==> config.mk <==
export PLATFORM = sky130hd
export DESIGN_NAME = sclink_core
export DESIGN_NICKNAME = d
export VERILOG_FILES = /design/src/rtl/sclink_pkg.sv /design/src/rtl/sclink_clkgen.sv /design/src/rtl/sclink_tx.sv /design/src/rtl/sclink_sync.sv /design/src/rtl/sclink_rx.sv /design/src/rtl/sclink_core.sv
export SDC_FILE = /design/constraint.sdc
export NUM_CORES = 1
export LEC_CHECK = 0
export ABC_AREA = 1
export BUFFER_PORTS_ARGS = -buffer_cell sky130_fd_sc_hd__buf_4
export CORE_MARGIN = 3
export CORE_UTILIZATION = 55
export CTS_BUF_LIST = sky130_fd_sc_hd__clkbuf_4 sky130_fd_sc_hd__clkbuf_8
export DETAILED_ROUTE_END_ITERATION = 6
export PLACE_DENSITY = 0.75
export RECOVER_POWER = 100
export SLEW_MARGIN = 20
export SYNTH_ARGS = -nofsm -noshare
export SYNTH_HDL_FRONTEND = slang
export SYNTH_HIERARCHICAL = 1
export SYNTH_SLANG_ARGS = --single-unit
==> constraint.sdc <==
create_clock -name clk -period 1.6 [get_ports clk]
set_input_delay 0 -clock clk [delete_from_list [all_inputs] [get_ports clk]]
set_output_delay 0 -clock clk [all_outputs]
set_load 0.1 [all_outputs]
==> src/rtl/sclink_pkg.sv <==
package sclink_pkg;
  typedef enum logic [2:0] {
    RX_IDLE,
    RX_DATA,
    RX_PAR,
    RX_STOP,
    RX_HUNT
  } rx_state_t;
endpackage

==> src/rtl/sclink_clkgen.sv <==
module sclink_clkgen #(
  parameter int HALF_DIV = 4
) (
  input  logic clk,
  input  logic rst_n,
  output logic lclk,
  output logic fall_evt
);
  localparam int CW = (HALF_DIV > 2) ? $clog2(HALF_DIV) : 1;
  localparam logic [CW-1:0] LAST = CW'(HALF_DIV - 1);

  logic [CW-1:0] cnt;
  logic          wrap;

  assign wrap     = (cnt == LAST);
  assign fall_evt = wrap && lclk;

  always_ff @(posedge clk) begin
    if (!rst_n) begin
      cnt  <= '0;
      lclk <= 1'b0;
    end else if (wrap) begin
      cnt  <= '0;
      lclk <= ~lclk;
    end else begin
      cnt <= cnt + 1'b1;
    end
  end
endmodule

==> src/rtl/sclink_tx.sv <==
module sclink_tx #(
  parameter int ADDR_W = 8,
  parameter int CMD_W  = 16
) (
  input  logic              clk,
  input  logic              rst_n,
  input  logic              fall_evt,
  input  logic              cmd_valid,
  input  logic [ADDR_W-1:0] cmd_addr,
  input  logic [CMD_W-1:0]  cmd_data,
  output logic              cmd_ready,
  output logic              ldat
);
  localparam int PAY_W = ADDR_W + CMD_W;
  localparam int FRM_W = PAY_W + 3;
  localparam int BC_W  = $clog2(FRM_W + 1);

  function automatic logic [FRM_W-1:0] build_frame(input logic [ADDR_W-1:0] a,
                                                    input logic [CMD_W-1:0]  d);
    logic [PAY_W-1:0] pay;
    pay = {a, d};
    return {1'b0, pay, ~^pay, 1'b1};
  endfunction

  logic [FRM_W-1:0] shreg;
  logic [BC_W-1:0]  left;
  logic             accept;

  assign cmd_ready = (left == '0);
  assign accept    = cmd_valid && cmd_ready;

  always_ff @(posedge clk) begin
    if (!rst_n) begin
      shreg <= '0;
      left  <= '0;
      ldat  <= 1'b1;
    end else if (accept) begin
      shreg <= build_frame(cmd_addr, cmd_data);
      left  <= BC_W'(FRM_W);
    end else if (fall_evt && (left != '0)) begin
      ldat  <= shreg[FRM_W-1];
      shreg <= {shreg[FRM_W-2:0], 1'b0};
      left  <= left - 1'b1;
    end
  end
endmodule

==> src/rtl/sclink_sync.sv <==
module sclink_sync #(
  parameter int   STAGES  = 2,
  parameter logic RST_VAL = 1'b0
) (
  input  logic clk,
  input  logic rst_n,
  input  logic din,
  output logic dout
);
  logic [STAGES-1:0] q;

  always_ff @(posedge clk) begin
    if (!rst_n) q <= {STAGES{RST_VAL}};
    else        q <= {q[STAGES-2:0], din};
  end

  assign dout = q[STAGES-1];
endmodule

==> src/rtl/sclink_rx.sv <==
module sclink_rx
  import sclink_pkg::*;
#(
  parameter int LONG_W  = 24,
  parameter int SHORT_W = 16
) (
  input  logic              clk,
  input  logic              rst_n,
  input  logic              samp_evt,
  input  logic              samp_bit,
  input  logic              fmt_long,
  output logic              rx_valid,
  output logic [LONG_W-1:0] rx_word,
  output logic              par_err,
  output logic              frm_err,
  output logic              long_q
);
  localparam int CNT_W = $clog2(LONG_W + 1);
  localparam logic [CNT_W-1:0] LAST_LONG  = CNT_W'(LONG_W - 1);
  localparam logic [CNT_W-1:0] LAST_SHORT = CNT_W'(SHORT_W - 1);

  rx_state_t        state;
  logic [CNT_W-1:0] cnt;
  logic [LONG_W-1:0] shreg;
  logic             perr_q;
  logic             last_data;
  logic [LONG_W-1:0] shifted;

  assign last_data = (cnt == (long_q ? LAST_LONG : LAST_SHORT));
  assign shifted   = {shreg[LONG_W-2:0], samp_bit};

  always_ff @(posedge clk) begin
    if (!rst_n) begin
      state    <= RX_IDLE;
      cnt      <= '0;
      shreg    <= '0;
      perr_q   <= 1'b0;
      long_q   <= 1'b0;
      rx_valid <= 1'b0;
      rx_word  <= '0;
      par_err  <= 1'b0;
      frm_err  <= 1'b0;
    end else begin
      rx_valid <= 1'b0;
      if (samp_evt) begin
        case (state)
          RX_IDLE: if (!samp_bit) begin
            long_q <= fmt_long;
            cnt    <= '0;
            shreg  <= '0;
            state  <= RX_DATA;
          end
          RX_DATA: begin
            shreg <= shifted;
            cnt   <= cnt + 1'b1;
            if (last_data) begin
              if (long_q) begin
                state <= RX_PAR;
              end else begin
                rx_word  <= shifted;
                par_err  <= 1'b0;
                frm_err  <= 1'b0;
                rx_valid <= 1'b1;
                state    <= RX_IDLE;
              end
            end
          end
          RX_PAR: begin
            perr_q <= ~(^{shreg, samp_bit});
            state  <= RX_STOP;
          end
          RX_STOP: begin
            rx_word  <= shreg;
            par_err  <= perr_q;
            frm_err  <= ~samp_bit;
            rx_valid <= 1'b1;
            state    <= samp_bit ? RX_IDLE : RX_HUNT;
          end
          RX_HUNT: if (samp_bit) state <= RX_IDLE;
          default: state <= RX_IDLE;
        endcase
      end
    end
  end
endmodule

==> src/rtl/sclink_core.sv <==
module sclink_core #(
  parameter int HALF_DIV    = 4,
  parameter int ADDR_W      = 8,
  parameter int CMD_W       = 16,
  parameter int SHORT_W     = 16,
  parameter int SYNC_STAGES = 2
) (
  input  logic                      clk,
  input  logic                      rst_n,
  input  logic                      cmd_valid,
  input  logic [ADDR_W-1:0]         cmd_addr,
  input  logic [CMD_W-1:0]          cmd_data,
  output logic                      cmd_ready,
  output logic                      tx_lclk,
  output logic                      tx_ldat,
  input  logic                      rx_lclk,
  input  logic                      rx_ldat,
  input  logic                      rx_fmt,
  output logic                      rx_valid,
  output logic [ADDR_W+CMD_W-1:0]   rx_word,
  output logic                      rx_par_err,
  output logic                      rx_frm_err
);
  localparam int LONG_W = ADDR_W + CMD_W;

  logic fall_evt;
  logic s_lclk, s_ldat, lclk_prev, samp_evt;
  logic rx_long_q;

  sclink_clkgen #(.HALF_DIV(HALF_DIV)) u_clkgen (
    .clk(clk), .rst_n(rst_n), .lclk(tx_lclk), .fall_evt(fall_evt)
  );

  sclink_tx #(.ADDR_W(ADDR_W), .CMD_W(CMD_W)) u_tx (
    .clk(clk), .rst_n(rst_n), .fall_evt(fall_evt),
    .cmd_valid(cmd_valid), .cmd_addr(cmd_addr), .cmd_data(cmd_data),
    .cmd_ready(cmd_ready), .ldat(tx_ldat)
  );

  sclink_sync #(.STAGES(SYNC_STAGES), .RST_VAL(1'b0)) u_sync_clk (
    .clk(clk), .rst_n(rst_n), .din(rx_lclk), .dout(s_lclk)
  );

  sclink_sync #(.STAGES(SYNC_STAGES), .RST_VAL(1'b1)) u_sync_dat (
    .clk(clk), .rst_n(rst_n), .din(rx_ldat), .dout(s_ldat)
  );

  always_ff @(posedge clk) begin
    if (!rst_n) lclk_prev <= 1'b0;
    else        lclk_prev <= s_lclk;
  end

  assign samp_evt = s_lclk && !lclk_prev;

  sclink_rx #(.LONG_W(LONG_W), .SHORT_W(SHORT_W)) u_rx (
    .clk(clk), .rst_n(rst_n), .samp_evt(samp_evt), .samp_bit(s_ldat),
    .fmt_long(rx_fmt), .rx_valid(rx_valid), .rx_word(rx_word),
    .par_err(rx_par_err), .frm_err(rx_frm_err), .long_q(rx_long_q)
  );
endmodule

==> results.py <==
metrics = {
    "placed_design": {
        "finalWeightedCongestion": 0.875,
        "dp.cells": 961,
        "port_buffers": 59,
        "dpl.hpwl_mm": 8.52,
    },
    "grt": {
        "track_usage_pct": 22.7,
        "grt_antenna_before_repair": 0,
        "grt_max_degree": 31,
        "grt_pass1_wl_mm": 21.3,
        "grt_pass1_vias": 4954,
        "grt.overflow.total": 0,
    },
    "logic_synthesis": {
        "yosys-top-cells-area": "dfxtp_1 (37%), nand2_1 (17%), inv_1 (6.3%)",
        "syn_area_per_cell_um2": 6.97,
        "syn_nets": 822,
        "async_flop_share_pct": 0,
        "ys_top_cells_by_count": "nand2_1 (243), dfxtp_1 (102), inv_1 (92)",
        "yosysTopAreaCellShare_pct": 37.1,
        "ys_ff_latch": 102,
        "synth_seq_area_share_pct": 37.1,
        "synthCells": 789,
        "synth_top_flop_cell": "dfxtp_1",
        "synth_edf_count": 0,
        "synth.distinct_cells": 42,
        "yosysTopAreaCell": "dfxtp_1",
        "synth.most_common_cell": "nand2_1",
        "synth_area_um2": 5500,
        "yosysWarnings": 6,
    },
    "floorplanning": {
        "rows": 35,
        "initial_utilization_pct": 58.2,
        "die_y_um": 106,
        "fp.dieW_um": 106,
        "core-area_um2": 9460,
        "ioPinCount": 60,
        "die_area_um2": 11200,
    },
    "routing": {
        "wl_per_cell_um": 13.2,
        "antenna_left": 0,
        "dr.pass1.iters": 4,
        "avgViaCountPerCell": 5.23,
        "num_vias": 5369,
        "totalWireLength_mm": 13.5,
        "drc": 0,
        "drt_iter0_drc": 202,
    },
    "timing": {
        "period_minus_slack_ps": 1690,
        "setup_violations": 27,
        "rsz0062_at_grt": "yes",
        "fin_ws_ps": -89.6,
        "whs_ps": 112,
        "fin_crit_sh_pct": 106,
        "hold_viol_final": 0,
        "worstMarginPinSlew_ps": 494,
        "slew_viol_final": 0,
        "fmax_mhz": 592,
        "max-slew-margin-rel_pct": 66.9,
        "fin_worst_skew_ps": 9.69,
    },
    "clock_tree": {
        "cts_buffers": 9,
        "clk_latency_ps": 370,
        "clk_path_buf_depth": 2,
        "cts_num_sinks": 102,
        "htree_levels": 3,
        "tritoncts": "yes",
        "root_buffer": "clkbuf_8",
        "path_clk_slew_ps": 110,
    },
    "power_and_ir_drop": {
        "p_int_mw": 3.98,
        "peakVddDrop_v": 0.000570,
        "switching_share_pct": 31.3,
        "p_seq_share_pct": 47.7,
        "switching_power_mw": 1.81,
        "leakagePower_nw": 3.17,
        "p_per_area_nw_per_um2": 815,
        "p_clk_share_pct": 29.9,
        "combinationalPowerShare_pct": 22.3,
    },
    "cells_and_area": {
        "num_antenna_cells": 0,
        "syn_to_final_growth_pct": 29.1,
        "final_layout_size_suffix_gt1_share_pct": 24.2,
        "nNetsFinal": 925,
        "final_cell_count_no_fill": 1026,
    },
    "outcome": {
        "violations": "negative setup slack",
        "status": "complete, but fails checks",
    },
    "critical_path": {
        "crit_required_ps": 1870,
        "crit_start": "u_rx/cnt[4]$_SDFFE_PN0P_",
        "critPathLaunchType": "flop",
        "cp-end-kind": "flop",
        "crit_type": "reg -> reg",
        "critPathMaxFanout": 8,
        "arrival_ps": 1960,
        "rr_startpoint": "u_rx/cnt[4]$_SDFFE_PN0P_",
    },
    "hold_path": {
        "min_from": "cmd_valid",
        "min_path_type": "in -> reg",
    },
    "run": {
        "cap_violations": 0,
    },
}
## cell usage in the layout, fill, tap and decap left out, types with 4 or more instances in the layout
master / Yosys / final
nand2_2: 9 / 12
inv_2: 4 / 8
buf_4: 6 / 85
nor3_1: 5 / 5
a31oi_1: 13 / 13
clkbuf_16: 0 / 4
a21oi_2: 5 / 7
dfxtp_1: 102 / 92
nand2_4: 3 / 4
inv_1: 92 / 87
buf_12: 1 / 5
a211oi_2: 7 / 9
a21oi_1: 54 / 52
a211oi_1: 17 / 15
xor2_1: 13 / 13
nand2_1: 243 / 237
nand3_1: 19 / 19
inv_8: 0 / 4
o21ai_1: 26 / 10
o21ai_0: 47 / 43
dfxtp_2: 0 / 10
clkbuf_8: 0 / 9
xnor2_1: 17 / 17
dlygate4sd3_1: 0 / 28
nor2_1: 38 / 38
o21ai_2: 5 / 23
## final cells by class
type | instances | area [um2]
Clock buffer | 9 | 124
Fill cell | 717 | 2350
Tap cell | 129 | 161
Multi-Input combinational cell | 547 | 3030
Sequential cell | 102 | 2050
Inverter | 103 | 427
Timing Repair inverter | 1 | 11.3
Clock inverter | 7 | 87.6
Timing Repair Buffer | 128 | 1210
## worst paths after layout
check	to	depth (start not counted)	slack, ps
max reg2reg	u_rx/rx_word[19]$_SDFFE_PN0P_	8	-90
min reg2reg	u_clkgen/cnt[0]$_SDFF_PP0_	1	410
min	u_tx/shreg[4]$_SDFFE_PN0P_	6	110
max	u_rx/rx_word[19]$_SDFFE_PN0P_	8	-90
## metrics by stage
stage | cell area (um2) | power, mW | util, % | TNS [ps] | setup slack, ps
2_1_floorplan | 5520 | 3.53 | - | 0 | 4.45
3_3_place_gp | 6070 | 3.75 | 64.2 | 0 | 20.8
3_5_place_dp | 6070 | 3.79 | 64.2 | -182 | -36.4
4_1_cts | 6770 | 5.76 | 71.6 | -56.3 | -20.1
5_1_grt | 7110 | 6.05 | 75.1 | -3850 | -160
6_report | 7110 | 5.79 | 75.1 | -1600 | -89.6
## power groups by stage
stage          registers (mW)  logic [mW]  clock network [mW]
4_1_cts                  2.76        1.23                1.77
5_1_grt                  2.78        1.41                1.86
3_3_place_gp             2.81       0.946                   0
6_report                 2.77        1.29                1.73
3_5_place_dp             2.81       0.981                   0
2_1_floorplan            2.79       0.738                   0
## worst max-delay path, stage by stage, from the launching register on
cell and delay [ps]:
dfxtp_1 370, inv_1 90, o21ai_0 190, nand3b_1 190
nand2_2 140, nand3_4 200, clkbuf_16 240, o21ai_1 110
a21oi_1 50
## sequential cells by signal, indices dropped and copies added (netlist names), 2 cells and up
name          flops
u_sync_dat/q      2
u_rx/rx_word     24
u_rx/state        3
u_sync_clk/q      2
u_clkgen/cnt      2
u_tx/left         5
u_rx/cnt          5
u_tx/shreg       27
u_rx/shreg       24
## timing repair
item                                   in CTS  in global routing
hold buffers                               28                  0
endpoints found under the hold margin      28                  0
setup endpoints to repair                  16                 66
pin swaps                                  12                 15
buffers inserted                            8                  8
gates cloned                                2                  5
gates resized for setup                    30                 51
## per-layer routing
metal / routed length, um / GRT usage [%] / vias up
met3: 494 / 3.64 / 18
met5: 0 / 0 / -
met4: 248 / 7.22 / 0
li1: - / - / 2725
met2: 7170 / 44.3 / 129
met1: 5630 / 24.7 / 2497
## cells by family after synthesis
group                    Yosys count  share of synthesized area [%]
AO/OA/AOI/OAI                    181                           19.6
XOR/XNOR                          30                           4.77
adder cells (fa/ha/maj)            3                          0.682
buffers and inverters            140                           11.8
flip-flops                       102                           37.1
AND/OR/NAND/NOR                  333                           26.1
No activity file was read; power rests on OpenSTA's default activity.
